$ cat src/rtl/ebld_pkg.sv
package ebld_pkg;
  typedef enum logic [1:0] {
    KIND_TIME   = 2'd0,
    KIND_CHARGE = 2'd1,
    KIND_BCID   = 2'd2
  } req_kind_e;

  typedef enum logic [1:0] {
    PH_IDLE = 2'd0,
    PH_SAMP = 2'd1,
    PH_BCID = 2'd2,
    PH_CHIP = 2'd3
  } phase_e;
endpackage

$ cat src/rtl/ebld_seq.sv
module ebld_seq #(
  parameter int unsigned CHANNELS = 64,
  parameter int unsigned MAX_COLS = 15,
  parameter int unsigned ADDR_W   = 11,
  localparam int unsigned COL_W   = $clog2(MAX_COLS + 1),
  localparam int unsigned CHAN_W  = $clog2(CHANNELS)
) (
  input  logic              clk_i,
  input  logic              rst_ni,
  input  logic              start_i,
  input  logic [COL_W-1:0]  col_count_i,
  input  logic              valid_i,
  output logic              start_ok_o,
  output logic              req_o,
  output logic [1:0]        req_kind_o,
  output logic [COL_W-1:0]  req_col_o,
  output logic [CHAN_W-1:0] req_chan_o,
  output logic              wr_o,
  output logic              wr_bcid_o,
  output logic              wr_chip_o,
  output logic [ADDR_W-1:0] wr_addr_o,
  output logic              fin_o
);
  import ebld_pkg::*;

  localparam int unsigned SMP_N = 2 * CHANNELS;
  localparam int unsigned SMP_W = $clog2(SMP_N);

  phase_e            phase_q;
  logic [COL_W-1:0]  n_q, col_q;
  logic [SMP_W-1:0]  smp_q;
  logic [ADDR_W-1:0] addr_q;
  logic              accept, last_col, last_smp, charge_half;

  assign accept      = req_o & valid_i;
  assign last_col    = ({1'b0, col_q} + (COL_W+1)'(1)) == {1'b0, n_q};
  assign last_smp    = smp_q == SMP_W'(SMP_N - 1);
  assign charge_half = smp_q >= SMP_W'(CHANNELS);

  assign start_ok_o = (phase_q == PH_IDLE) && start_i;
  assign req_o      = (phase_q == PH_SAMP) || (phase_q == PH_BCID);
  assign req_kind_o = (phase_q == PH_BCID) ? KIND_BCID
                    : (charge_half ? KIND_CHARGE : KIND_TIME);
  assign req_col_o  = col_q;
  assign req_chan_o = charge_half ? CHAN_W'(smp_q - SMP_W'(CHANNELS)) : CHAN_W'(smp_q);

  assign wr_o      = accept || (phase_q == PH_CHIP);
  assign wr_bcid_o = phase_q == PH_BCID;
  assign wr_chip_o = phase_q == PH_CHIP;
  assign wr_addr_o = addr_q;
  // zero-column frames finish straight from idle
  assign fin_o     = (phase_q == PH_CHIP) || (start_ok_o && (col_count_i == '0));

  always_ff @(posedge clk_i or negedge rst_ni) begin
    if (!rst_ni) begin
      phase_q <= PH_IDLE;
      n_q     <= '0;
      col_q   <= '0;
      smp_q   <= '0;
      addr_q  <= '0;
    end else begin
      if (wr_o) addr_q <= addr_q + ADDR_W'(1);
      unique case (phase_q)
        PH_IDLE: if (start_i) begin
          n_q     <= col_count_i;
          col_q   <= '0;
          smp_q   <= '0;
          addr_q  <= '0;
          phase_q <= (col_count_i == '0) ? PH_IDLE : PH_SAMP;
        end
        PH_SAMP: if (accept) begin
          if (last_smp) begin
            smp_q <= '0;
            if (last_col) begin
              col_q   <= '0;
              phase_q <= PH_BCID;
            end else begin
              col_q <= col_q + COL_W'(1);
            end
          end else begin
            smp_q <= smp_q + SMP_W'(1);
          end
        end
        PH_BCID: if (accept) begin
          if (last_col) phase_q <= PH_CHIP;
          else          col_q   <= col_q + COL_W'(1);
        end
        PH_CHIP: phase_q <= PH_IDLE;
        default: phase_q <= PH_IDLE;
      endcase
    end
  end
endmodule

$ cat src/rtl/ebld_hdr.sv
module ebld_hdr #(
  parameter int unsigned CHANNELS = 64,
  parameter int unsigned COL_W    = 4,
  parameter int unsigned ID_W     = 8,
  parameter int unsigned CNT_W    = 11
) (
  input  logic             clk_i,
  input  logic             rst_ni,
  input  logic             start_ok_i,
  input  logic [COL_W-1:0] col_count_i,
  input  logic [ID_W-1:0]  chip_id_i,
  output logic [ID_W-1:0]  chip_id_o,
  output logic [CNT_W-1:0] word_count_o
);
  localparam int unsigned COL_WORDS = 2 * CHANNELS + 1;

  logic [CNT_W-1:0] cnt_d;

  // samples and bunch-crossing IDs per column, plus the chip word
  assign cnt_d = (col_count_i == '0) ? '0
               : CNT_W'(col_count_i) * CNT_W'(COL_WORDS) + CNT_W'(1);

  always_ff @(posedge clk_i or negedge rst_ni) begin
    if (!rst_ni) begin
      chip_id_o    <= '0;
      word_count_o <= '0;
    end else if (start_ok_i) begin
      chip_id_o    <= chip_id_i;
      word_count_o <= cnt_d;
    end
  end
endmodule

$ cat src/rtl/ebld_pack.sv
module ebld_pack #(
  parameter int unsigned VAL_W  = 12,
  parameter int unsigned ID_W   = 8,
  parameter int unsigned WORD_W = 16,
  parameter int unsigned ADDR_W = 11
) (
  input  logic              clk_i,
  input  logic              rst_ni,
  input  logic              wr_i,
  input  logic              bcid_i,
  input  logic              chip_i,
  input  logic              fin_i,
  input  logic [ADDR_W-1:0] addr_i,
  input  logic [VAL_W-1:0]  value_i,
  input  logic              hit_i,
  input  logic              gain_i,
  input  logic [ID_W-1:0]   chip_id_i,
  output logic              mem_we_o,
  output logic [ADDR_W-1:0] mem_addr_o,
  output logic [WORD_W-1:0] mem_data_o,
  output logic              done_o
);
  localparam int unsigned GAIN_B = VAL_W;
  localparam int unsigned HIT_B  = VAL_W + 1;

  logic [WORD_W-1:0] word_d;

  generate
    if (HIT_B >= WORD_W) begin : g_bad_width
      initial $fatal(1, "word too narrow for value and flags");
    end
  endgenerate

  always_comb begin
    word_d = '0;
    if (chip_i) begin
      word_d[ID_W-1:0] = chip_id_i;
    end else begin
      word_d[VAL_W-1:0] = value_i;
      if (!bcid_i) begin
        word_d[GAIN_B] = gain_i;
        word_d[HIT_B]  = hit_i;
      end
    end
  end

  always_ff @(posedge clk_i or negedge rst_ni) begin
    if (!rst_ni) begin
      mem_we_o   <= 1'b0;
      mem_addr_o <= '0;
      mem_data_o <= '0;
      done_o     <= 1'b0;
    end else begin
      mem_we_o <= wr_i;
      done_o   <= fin_i;
      if (wr_i) begin
        mem_addr_o <= addr_i;
        mem_data_o <= word_d;
      end
    end
  end
endmodule

$ cat src/rtl/event_frame_builder.sv
module event_frame_builder #(
  parameter int unsigned CHANNELS = 64,
  parameter int unsigned MAX_COLS = 15,
  parameter int unsigned VAL_W    = 12,
  parameter int unsigned ID_W     = 8,
  parameter int unsigned WORD_W   = 16,
  parameter int unsigned ADDR_W   = 11,
  localparam int unsigned COL_W   = $clog2(MAX_COLS + 1),
  localparam int unsigned CHAN_W  = $clog2(CHANNELS),
  localparam int unsigned CNT_W   = $clog2(MAX_COLS * (2 * CHANNELS + 1) + 2)
) (
  input  logic              clk_i,
  input  logic              rst_ni,
  input  logic              start_i,
  input  logic [COL_W-1:0]  col_count_i,
  input  logic [ID_W-1:0]   chip_id_i,
  output logic              req_o,
  output logic [1:0]        req_kind_o,
  output logic [COL_W-1:0]  req_col_o,
  output logic [CHAN_W-1:0] req_chan_o,
  input  logic              valid_i,
  input  logic [VAL_W-1:0]  value_i,
  input  logic              hit_i,
  input  logic              gain_i,
  output logic              mem_we_o,
  output logic [ADDR_W-1:0] mem_addr_o,
  output logic [WORD_W-1:0] mem_data_o,
  output logic              done_o,
  output logic [CNT_W-1:0]  word_count_o
);
  logic              start_ok, wr, wr_bcid, wr_chip, fin;
  logic [ADDR_W-1:0] wr_addr;
  logic [ID_W-1:0]   chip_id_q;

  ebld_seq #(
    .CHANNELS(CHANNELS), .MAX_COLS(MAX_COLS), .ADDR_W(ADDR_W)
  ) i_seq (
    .clk_i, .rst_ni, .start_i, .col_count_i, .valid_i,
    .start_ok_o(start_ok), .req_o, .req_kind_o, .req_col_o, .req_chan_o,
    .wr_o(wr), .wr_bcid_o(wr_bcid), .wr_chip_o(wr_chip),
    .wr_addr_o(wr_addr), .fin_o(fin)
  );

  ebld_hdr #(
    .CHANNELS(CHANNELS), .COL_W(COL_W), .ID_W(ID_W), .CNT_W(CNT_W)
  ) i_hdr (
    .clk_i, .rst_ni, .start_ok_i(start_ok), .col_count_i, .chip_id_i,
    .chip_id_o(chip_id_q), .word_count_o
  );

  ebld_pack #(
    .VAL_W(VAL_W), .ID_W(ID_W), .WORD_W(WORD_W), .ADDR_W(ADDR_W)
  ) i_pack (
    .clk_i, .rst_ni, .wr_i(wr), .bcid_i(wr_bcid), .chip_i(wr_chip), .fin_i(fin),
    .addr_i(wr_addr), .value_i, .hit_i, .gain_i, .chip_id_i(chip_id_q),
    .mem_we_o, .mem_addr_o, .mem_data_o, .done_o
  );
endmodule

$ cat config.mk
export PLATFORM = sky130hd
export DESIGN_NAME = event_frame_builder
export DESIGN_NICKNAME = d
export VERILOG_FILES = /design/src/rtl/ebld_pkg.sv /design/src/rtl/ebld_seq.sv /design/src/rtl/ebld_hdr.sv /design/src/rtl/ebld_pack.sv /design/src/rtl/event_frame_builder.sv
export SDC_FILE = /design/constraint.sdc
export NUM_CORES = 1
export LEC_CHECK = 0
export ABC_AREA = 0
export BUFFER_PORTS_ARGS = -buffer_cell sky130_fd_sc_hd__buf_2
export CELL_PAD_IN_SITES_DETAIL_PLACEMENT = 1
export CELL_PAD_IN_SITES_GLOBAL_PLACEMENT = 1
export CORE_MARGIN = 3
export CORE_UTILIZATION = 37
export DETAILED_ROUTE_END_ITERATION = 7
export PLACE_DENSITY = 0.73
export SETUP_SLACK_MARGIN = 0.1
export SYNTH_ARGS = -nofsm -noshare
export SYNTH_HDL_FRONTEND = slang
export SYNTH_SLANG_ARGS = --single-unit
$ cat constraint.sdc
create_clock -name clk_i -period 1.6 [get_ports clk_i]
set_input_delay 0.08 -clock clk_i [delete_from_list [all_inputs] [get_ports clk_i]]
set_output_delay 0.08 -clock clk_i [all_outputs]
set_load 0.005 [all_outputs]
## After elaboration in Yosys (flattened, before gate mapping)

Index checks and enable logic that the tools add are counted.

| cells by class | value |
|---|---|
| add/subtract/negate cells | 6 |
| $mul | 1 |
| order comparisons | 1 |
| equality and inequality tests | 12 |
| muxes and demuxes | 29 |
| bitwise gates (word level) | 1 |
| reductions and logical operators | 13 |

Operator list:

| cell | count |
|---|---|
| $mux 11 | 4 |
| $mux 4 | 6 |
| $add 11x1->11 const B | 2 |
| $mux 7 | 3 |
| $mux 2 | 8 |
| $pmux 7 s2 | 1 |
| $mux 6 | 2 |
| $pmux 4 s3 | 1 |
| $reduce_and 6->1 | 2 |
| $mul 4x8->11 const B | 1 |
| $mux 8 | 1 |
| $ne 2x2->1 const B | 4 |
| $pmux 2 s4 | 1 |
| $add 7x1->7 const B | 1 |
| $eq 7x7->1 const B | 1 |
| $ge 7x7->1 const B | 1 |
| $ne 2x1->1 const B | 3 |
| $sub 6x1->6 const B | 1 |
| $add 4x1->5 const B | 1 |
| $eq 5x4->1 | 1 |
| $add 4x1->4 const B | 1 |
| $eq 2x2->1 const B | 2 |
| $logic_not 4->1 | 1 |
| $logic_or 1x1->1 | 3 |
| other kinds (9) | 11 |

| word-level totals | value |
|---|---|
| bits in registers | 74 |
| output and inout bits | 53 |
| word-level logic and storage cells | 74 |

## Logic depth before layout (Yosys ltp)

Gate-level depths: netlist of run 1.

| depth | value |
|---|---|
| depth in word-level cells | 7 |
| gate-level depth with buffers | 8 |
| mapped depth without buffers | 7 |

## Modules after synthesis

Synthesis of run 1 repeated with hierarchy kept, for this count alone.

| unflattened totals | value |
|---|---|
| cells, all modules | 322 |
| area total of the unflattened synthesis | 3574.7 µm² |

By module, submodules not included:

| module | times used | cells an instance | area each (µm²) |
|---|---|---|---|
| ebld_seq | 1 | 175 | 1685.4 |
| ebld_pack | 1 | 89 | 1137.3 |
| ebld_hdr | 1 | 58 | 752.0 |

## Worst setup path after synthesis of run 1

OpenSTA, ideal clock, no wires.

| path | value |
|---|---|
| path type | register to register |
| start point | reg i_seq.phase_q[0] |
| end point | reg i_seq.smp_q[4] |
| data arrival time | 1.676 ns |
| path slack | -0.207 ns |
| stages on the path, launching flop included | 8 |
| buffers on the path | 0 |
| period minus slack after synthesis | 1.807 ns |
| cells stage by stage | dfrtp_1 inv_1 ha_1 nand2_1 a211oi_1 and4_1 xnor2_1 a21oi_1 |

| between the ends | value |
|---|---|
| longest elaborated chain between the ends | 5 |

Ends and longest elaborated chain:

| element | RTL line | source |
|---|---|---|
| start, declared | ebld_seq.sv:29 | `phase_e phase_q;` |
| start signal, assigned | ebld_seq.sv:69 | `phase_q <= (col_count_i == '0) ? PH_IDLE : PH_SAMP;` |
| $eq 2x1->1 / $eq 2x2->1 (equally long branches) | ebld_seq.sv:41 | `assign req_o = (phase_q == PH_SAMP) \|\| (phase_q == PH_BCID);` |
| $logic_or 1x1->1 (*) | ebld_seq.sv:41 |  |
| net req_o | event_frame_builder.sv:17 | `output logic req_o,` |
| $and 1x1->1 (*) | ebld_seq.sv:35 | `assign accept = req_o & valid_i;` |
| $ne 2x1->1 (no line) (*) | - |  |
| $reduce_and 3->1 (no line) (*) | - |  |
| end signal, assigned | ebld_seq.sv:81 | `smp_q <= smp_q + SMP_W'(1);` |
| end, declared | ebld_seq.sv:31 | `logic [SMP_W-1:0] smp_q;` |

Mark *: on every way through the listed nets, which the timed path passes. The rest lies on a longest branch.
A chain may end at the register's enable or synchronous reset.

## Final worst setup path of run 1

| path | value |
|---|---|
| start point | reg i_seq.col_q[1] (netlist: i_seq.req_col_o[1]) |
| end point | reg i_seq.col_q[0] (netlist: i_seq.req_col_o[0]) |

| between the ends | value |
|---|---|
| longest elaborated chain between the ends | 6 |

Ends and longest elaborated chain:

| element | RTL line | source |
|---|---|---|
| start, declared | ebld_seq.sv:30 | `logic [COL_W-1:0] n_q, col_q;` |
| start signal, assigned | ebld_seq.sv:78 | `col_q <= col_q + COL_W'(1);` |
| start signal, assigned | ebld_seq.sv:86 | `else col_q <= col_q + COL_W'(1);` |
| $add 4x1->5 (*) | ebld_seq.sv:36 | `assign last_col = ({1'b0, col_q} + (COL_W+1)'(1)) == {1'b0, n_q};` |
| $eq 5x4->1 (*) | ebld_seq.sv:36 |  |
| $mux 4 | ebld_seq.sv:74 | `if (last_col) begin` |
| $mux 4 | ebld_seq.sv:72 | `if (last_smp) begin` |
| $mux 4 | ebld_seq.sv:71 | `PH_SAMP: if (accept) begin` |
| $pmux 4 s3 | ebld_seq.sv:63 | `unique case (phase_q)` |

Mark *: on every way between the ends. The rest lies on a longest branch, timed or not. The select of a mux whose other input is x is not followed.

==> results of run 1 <==
[report_power, final]
part	internal, uW	switching (uW)	total [uW]
Sequential	2080	205	2280
Clock	740	772	1510
Combinational	585	497	1080
Total	3400	1470	4880
[cell type report]
class / count / area [sq um]
Clock buffer: 9 / 124
Clock inverter: 7 / 80.1
Fill cell: 971 / 3790
Inverter: 6 / 22.5
Multi-Input combinational cell: 233 / 1790
Sequential cell: 72 / 1800
Tap cell: 108 / 135
Timing Repair Buffer: 146 / 1060
[metrics by stage]
stage               cells  utilization, %  TNS, ns
floorplan             335               -   -0.130
global placement      536            48.3   -0.961
detailed placement    536            48.3    -2.55
CTS                   576            54.8    -1.35
global route          581            56.9    -3.24
finish                581            56.9   -0.958
[cells by family (layout without fill, tap and decap cells)]
family,after synthesis,after routing
and+or+nand+nor,130,130
DFF,72,72
AOI/OAI and AO/OA,45,45
buffers and inverters,30,168
muxes,25,25
xor gates and xnor gates,18,18
adders and majority gates,11,11
other,1,4
[critical path: cells and delay by family, from the launching register on]
kind            cells  cell delay (ns)
flops               1             0.44
compound gates      1             0.29
mux                 1             0.28
fa+ha+maj           1             0.21
xor+xnor            1             0.18
buf+inv             1             0.16
simple gates        1             0.11
[timing repair]
action	CTS	global route
hold endpoints to repair	87	0
buffers inserted	7	6
pin swaps	14	18
gates resized for setup	32	49
endpoints found under the setup margin	47	60
cloned	1	0
hold buffers	16	0
[state kept, by name (all words and copies together) (netlist names)]
| name | flops |
|---|---|
| i_seq.n_q | 4 |
| i_seq.wr_addr_o | 11 |
| i_seq.smp_q | 7 |
| i_hdr.word_count_o | 9 |
| i_pack.mem_data_o | 14 |
| i_pack.mem_we_o | 1 |
| i_seq.req_col_o | 4 |
| i_pack.done_o | 1 |
| i_pack.mem_addr_o | 11 |
| i_hdr.chip_id_o | 8 |
| i_seq.phase_q | 2 |
[worst paths after layout]
check / from / to / cells after the start
worst min register to register: i_hdr.word_count_o[10]$_DFFE_PN0P_ / i_hdr.word_count_o[10]$_DFFE_PN0P_ / 2
worst max-delay path: i_seq.req_col_o[1]$_DFFE_PN0P_ / i_seq.req_col_o[0]$_DFFE_PN0P_ / 6
worst max register to register: i_seq.req_col_o[1]$_DFFE_PN0P_ / i_seq.req_col_o[0]$_DFFE_PN0P_ / 6
min in group asynchronous: rst_ni / i_seq.req_col_o[2]$_DFFE_PN0P_ / 2
max in group asynchronous: rst_ni / i_seq.wr_addr_o[3]$_DFF_PN0_ / 3
worst min-delay path: value_i[5] / i_pack.mem_data_o[5]$_DFFE_PN0N_ / 3
[per-layer routing]
metal	wire length, um	global-route usage (%)
met2	5330	35.6
met5	0	0
met3	380	3.58
met1	4330	24.5
met4	80	4.40
[synthesized netlist by cell type, drive strengths merged]
library cell	n	share of area, %
and4	2	0.52
nand3b	2	0.44
nand2b	1	0.19
nand3	7	1.0
o2bb2ai	2	0.52
o31ai	2	0.59
nor3	3	0.59
mux2i	11	3.3
xor2	12	3.1
and2	2	0.37
nand2	77	8.6
conb	1	0.11
or3	2	0.37
nor3b	2	0.44
nand4	5	0.93
xnor2	6	1.6
dfrtp	72	53
buf	15	3.0
clkbuf	9	1.0
nor2	18	2.0
nor2b	4	0.74
a31oi	1	0.19
a22o	2	0.52
and3	4	0.74
ha	11	4.1
o21ai	19	2.8
a21o	4	0.89
nand4b	1	0.26
a21oi	13	1.9
mux2	14	4.7
a22oi	1	0.22
a211oi	1	0.22
inv	6	0.67
[placed cells by master, fill, tap and decap left out, types with 5 or more instances in the layout]
| cell type | synthesis | final |
|---|---|---|
| sky130_fd_sc_hd__mux2_2 | 13 | 5 |
| sky130_fd_sc_hd__buf_6 | 0 | 10 |
| sky130_fd_sc_hd__mux2i_1 | 11 | 9 |
| sky130_fd_sc_hd__ha_4 | 0 | 5 |
| sky130_fd_sc_hd__buf_12 | 0 | 5 |
| sky130_fd_sc_hd__xor2_1 | 12 | 11 |
| sky130_fd_sc_hd__dfrtp_1 | 72 | 71 |
| sky130_fd_sc_hd__mux2_4 | 0 | 9 |
| sky130_fd_sc_hd__clkbuf_8 | 0 | 9 |
| sky130_fd_sc_hd__ha_1 | 11 | 5 |
| sky130_fd_sc_hd__nor2_1 | 18 | 14 |
| sky130_fd_sc_hd__buf_2 | 3 | 77 |
| sky130_fd_sc_hd__dlygate4sd3_1 | 0 | 16 |
| sky130_fd_sc_hd__o21ai_1 | 1 | 12 |
| sky130_fd_sc_hd__a21oi_1 | 13 | 5 |
| sky130_fd_sc_hd__xnor2_2 | 0 | 5 |
| sky130_fd_sc_hd__nand2_1 | 77 | 69 |
| sky130_fd_sc_hd__a21oi_2 | 0 | 7 |
| sky130_fd_sc_hd__nand4_1 | 5 | 5 |
| sky130_fd_sc_hd__buf_4 | 11 | 36 |
==> results.json, run 1 <==
{
  "outcome": "finished with violations",
  "violated_checks": "negative setup slack",
  "antennaDiodeCount": 0,
  "critical_path_required_ns": 1.83,
  "synth_seq_cells": 72,
  "cp_cell_sequence": "ha_4 > xnor2_2 > buf_4 > o31ai_2 > nor2_1 > mux2_4",
  "worst_case_hold_slack_ns": 0.00580,
  "initial_utilization_pct": 38.3,
  "grt_setup_unrepaired": "yes",
  "crit_slowest_cell": "sky130_fd_sc_hd__dfrtp_1",
  "synth_compound_gate_area_share_pct": 7.90,
  "fin_crit_ns": 1.78,
  "synth_cell_type_count": 39,
  "grt_antenna_before_repair": 0,
  "postRouteAntennaNets": 0,
  "horizontal_die_dimension_um": 101,
  "synthXorXnorAreaFrac_pct": 4.67,
  "critPathMaxFanout": 4,
  "timing.clock.skew_ns": 0.0146,
  "synthesis.area_sq_um": 3370,
  "fmax_mhz": 562,
  "fin_area_sq_um": 5010,
  "setup.worst_path.class": "register to register",
  "cts_buffer_depth": 2,
  "viasPerCell": 5.03,
  "global_route.overflow_total": 0,
  "finalNetCount": 509,
  "cellLeakagePower_uw": 0.00253,
  "design.die.area_sq_um": 10300,
  "avgSynthCellArea_sq_um": 10.2,
  "synth-adder-area-share_pct": 4.08,
  "pin_count_of_the_biggest_net_entering_global_routing": 46,
  "final.period_utilization_pct": 111,
  "clkLatencyLatePin_ns": 0.35,
  "ctsHtreeMaxLevel": 3,
  "globalplace.congestion": 0.834,
  "cts_inserted_buffers": 9,
  "buffer_ports.inserted": 78,
  "area_overhead_vs_synth_pct": 48.6,
  "max_cap_viols": 0,
  "tritoncts_clock_tree": "yes",
  "yosysWarnings": 0,
  "hold_violations": 0,
  "clk_pin_slew_worst_paths_ns": 0.09,
  "power_uw": 4880,
  "core_area_sq_um": 8810,
  "clock-root-buffer": "sky130_fd_sc_hd__clkbuf_8",
  "startpoint_type": "register",
  "preCtsSetupSlack_ns": -0.218,
  "final_critical_path_setup_slack_ns": -0.178,
  "drt_iter0_drc": 35,
  "vias": 2920,
  "r2r_setup_slack_ns": -0.18,
  "dp_hpwl_mm": 6.39,
  "seq_area_frac_synth_pct": 53.4,
  "synth_top_family_by_area": "simple AND/OR/NAND/NOR gates",
  "numClockSinks": 72,
  "drt_wirelength_mm": 10.1,
  "muxShareOfSynthArea_pct": 7.94,
  "rows": 34,
  "first_global_vias": 3261,
  "crit_arrival_ns": 2.01,
  "wire_length_of_the_first_global_routing_pass_mm": 15.9,
  "die_h_um": 101,
  "element_type_at_the_critical_path_end": "register",
  "drt_pass1_iterations": 4,
  "layout-drive-gt1-share_pct": 46.1,
  "setup_viol": 17,
  "grt_util_all_layers_pct": 19.7,
  "irDropWorstVdd_v": 0.000629,
  "detail_route.wl_per_cell_um": 17.4,
  "hold_path.class": "input pin to register",
  "remaining_drc_errors": 0,
  "synthCells": 332,
  "io-pin-count": 83,
  "slew_viol_final": 0,
  "critical_path.max_stage_delay_ns": 0.44,
  "simple_gate_share_of_the_synthesized_area_pct": 17.2,
  "power_per_cell_area_nw_per_um2": 973,
  "placedInstanceArea_sq_um": 4250
}
No activity file was read; power rests on OpenSTA's default activity.
==> inputs of run 2 (changes only) <==
--- a/config.mk
+++ b/config.mk
@@ -9,7 +9,7 @@
 export BUFFER_PORTS_ARGS = -buffer_cell sky130_fd_sc_hd__buf_2
 export CELL_PAD_IN_SITES_DETAIL_PLACEMENT = 1
 export CELL_PAD_IN_SITES_GLOBAL_PLACEMENT = 1
-export CORE_MARGIN = 3
+export CORE_MARGIN = 2
 export CORE_UTILIZATION = 37
 export DETAILED_ROUTE_END_ITERATION = 7
 export PLACE_DENSITY = 0.73
==> run 2 against run 1 <==
  * Critical path depth up 1
  * Die area is 3.9% lower
  * Via count grew 0.62%
  * Largest cell class unchanged
  * Fmax down 3.1%
  * Sequential share of layout area is essentially flat
  * Combinational power about the same
  * Count of clock-buffer cells in the layout is the same
  * Flip-flop and latch count is the same
  * The run ends with negative hold slack, negative setup slack left
  * Cell area increased by 0.17%
  * Global-route usage rose by 1.5 points
  * First-iteration DRC count rose by 83%
  * Wire length is 0.39% lower
==> results.json, run 2 (synthesis results as in run 1) <==
{
  "setup.worst_path.class": "register to register",
  "clk_pin_slew_worst_paths_ns": 0.09,
  "fmax_mhz": 545,
  "die_h_um": 99.5,
  "drt_wirelength_mm": 10.1,
  "critical_path_required_ns": 1.84,
  "element_type_at_the_critical_path_end": "register",
  "layout_commonest_cell": "sky130_fd_sc_hd__buf_2",
  "cellLeakagePower_uw": 0.00254,
  "cts_buffer_depth": 2,
  "outcome": "finished with violations",
  "mostFrequentLayoutCells": "sky130_fd_sc_hd__buf_2 (78), sky130_fd_sc_hd__nand2_1 (71), sky130_fd_sc_hd__dfrtp_1 (70)",
  "number_of_flip_flops_in_the_largest_register": 14,
  "grt_antenna_before_repair": 0,
  "hold_violations": 2,
  "critPathMaxFanout": 4,
  "cts_inserted_buffers": 9,
  "pin_count_of_the_biggest_net_entering_global_routing": 58,
  "final.period_utilization_pct": 115,
  "global_route.overflow_total": 0,
  "clkLatencyLatePin_ns": 0.36,
  "violated_checks": "negative hold slack, negative setup slack",
  "initial_utilization_pct": 38.5,
  "preCtsSetupSlack_ns": -0.221,
  "slew_viol_final": 0,
  "min-delay-start": "value_i[5]",
  "share_seq_of_total_power_pct": 46.4,
  "ctsHtreeMaxLevel": 3,
  "drt_iter0_drc": 64,
  "globalplace.congestion": 0.817,
  "detail_route.wl_per_cell_um": 17.2,
  "horizontal_die_dimension_um": 99.5,
  "drt_pass1_iterations": 4,
  "clock-root-buffer": "sky130_fd_sc_hd__clkbuf_8",
  "regMostFlops": "i_pack.mem_data_o",
  "worst_path_dominant_cell_family": "compound AO/OA/AOI/OAI gates",
  "max_cap_viols": 0,
  "finalNetCount": 513,
  "sw_frac_of_total_pct": 29.8,
  "viasPerCell": 5.02,
  "cp.buffers_inverters": 1,
  "antennaDiodeCount": 0,
  "final_critical_path_setup_slack_ns": -0.235,
  "tritoncts_clock_tree": "yes",
  "whs_path_cells": 3,
  "regToRegEndpoint": "i_seq.req_col_o[0]$_DFFE_PN0P_",
  "worstRegToRegCells": 7,
  "cp_cell_sequence": "inv_2 > ha_4 > nand2_4 > a21oi_4 > nand4b_1 > a21o_1 > mux2_4",
  "remaining_drc_errors": 0,
  "grt_setup_unrepaired": "yes",
  "critical_path.max_stage_delay_ns": 0.39,
  "design.die.area_sq_um": 9900,
  "setup_viol": 36,
  "p_int_uw": 3410,
  "io-pin-count": 83,
  "r2r_setup_slack_ns": -0.23,
  "crit_slowest_cell": "sky130_fd_sc_hd__dfrtp_1",
  "power.net_switching_uw": 1450,
  "numClockSinks": 72,
  "cp.depth": 7,
  "crit_arrival_ns": 2.08,
  "comb_power_share_pct": 22.7,
  "worst_hold_path.endpoint": "i_pack.mem_data_o[5]$_DFFE_PN0N_",
  "core_area_sq_um": 8760,
  "worst_case_hold_slack_ns": -0.00576,
  "grt_util_all_layers_pct": 21.2,
  "fin_crit_ns": 1.83,
  "rows": 34,
  "startpoint_type": "register",
  "clkPwrFrac_pct": 30.8,
  "hold_path.class": "input pin to register",
  "dp_hpwl_mm": 6.47,
  "first_global_vias": 3265,
  "timing.clock.skew_ns": 0.0164,
  "layout-drive-gt1-share_pct": 43.2,
  "vias": 2938,
  "postRouteAntennaNets": 0,
  "critical_r2r_launch": "i_seq.phase_q[0]$_DFFE_PN0P_",
  "buffer_ports.inserted": 78,
  "power_per_cell_area_nw_per_um2": 969,
  "area_overhead_vs_synth_pct": 48.8,
  "irDropWorstVdd_v": 0.000619,
  "wire_length_of_the_first_global_routing_pass_mm": 16.5
}
[run 2: layout make-up]
class | count | area [sq um]
timing repair buffer | 149 | 1130
clock buffer | 9 | 124
fill | 965 | 3740
tap | 108 | 135
multi-input combinational | 234 | 1720
sequential | 72 | 1800
clock inverter | 7 | 77.6
inverter | 6 | 22.5
[run 2: how the worst max path moves through the flow]
stage                                         from                             end  slack [ns]
floorplan           i_seq.req_col_o[0]$_DFFE_PN0P_  i_seq.req_col_o[0]$_DFFE_PN0P_       -0.06
global placement      i_seq.phase_q[0]$_DFFE_PN0P_  i_seq.req_col_o[0]$_DFFE_PN0P_       -0.12
detailed placement    i_seq.phase_q[1]$_DFFE_PN0P_    i_seq.phase_q[1]$_DFFE_PN0P_       -0.22
CTS                   i_seq.phase_q[1]$_DFFE_PN0P_  i_seq.req_col_o[0]$_DFFE_PN0P_       -0.13
global route          i_seq.phase_q[0]$_DFFE_PN0P_  i_seq.req_col_o[0]$_DFFE_PN0P_       -0.32
finish                i_seq.phase_q[0]$_DFFE_PN0P_  i_seq.req_col_o[0]$_DFFE_PN0P_       -0.23
[run 2: metal layers]
metal / part of all wire (%) / up-vias / global-route usage (%)
met5: 0 / - / 0
met2: 51 / 82 / 36.3
met4: 2.6 / 0 / 8.54
met3: 4.3 / 20 / 3.94
met1: 43 / 1452 / 26.4
li1: - / 1384 / -
[run 2: stage by stage]
stage                     instance area [sq um]  utilization (%)  power (uW)  TNS (ns)  cells
after CTS                                  4870             55.6        4910     -1.28    577
final                                      5020             57.3        4860     -4.05    585
after global placement                     4240             48.3        3250     -1.73    534
after floorplan                            3550                -        2840    -0.130    335
after detailed placement                   4240             48.3        3310     -4.73    534
after global routing                       5020             57.3        5140     -7.00    585
[run 2: timing repair]
item | in CTS | in global routing
setup buffers | 9 | 7
endpoints found under the setup margin | 59 | 67
gates cloned | 2 | 2
pin swaps | 15 | 3
hold buffers | 16 | 0
endpoints found under the hold margin | 30 | 0
resized for setup | 39 | 24
[run 2: power by group through the flow]
| stage | logic (uW) | registers [uW] | clock network [uW] |
|---|---|---|---|
| 2_1_floorplan | 522 | 2320 | 0 |
| 5_1_grt | 1230 | 2300 | 1610 |
| 6_report | 1110 | 2260 | 1500 |
| 3_5_place_dp | 1020 | 2290 | 0 |
| 4_1_cts | 1110 | 2260 | 1530 |
| 3_3_place_gp | 974 | 2280 | 0 |
[run 2: worst reg2reg max path, cell delays in order (launching register included)]
cell	delay [ns]
sky130_fd_sc_hd__dfrtp_1	0.39
sky130_fd_sc_hd__inv_2	0.09
sky130_fd_sc_hd__ha_4	0.30
sky130_fd_sc_hd__nand2_4	0.08
sky130_fd_sc_hd__a21oi_4	0.15
sky130_fd_sc_hd__nand4b_1	0.19
sky130_fd_sc_hd__a21o_1	0.26
sky130_fd_sc_hd__mux2_4	0.27
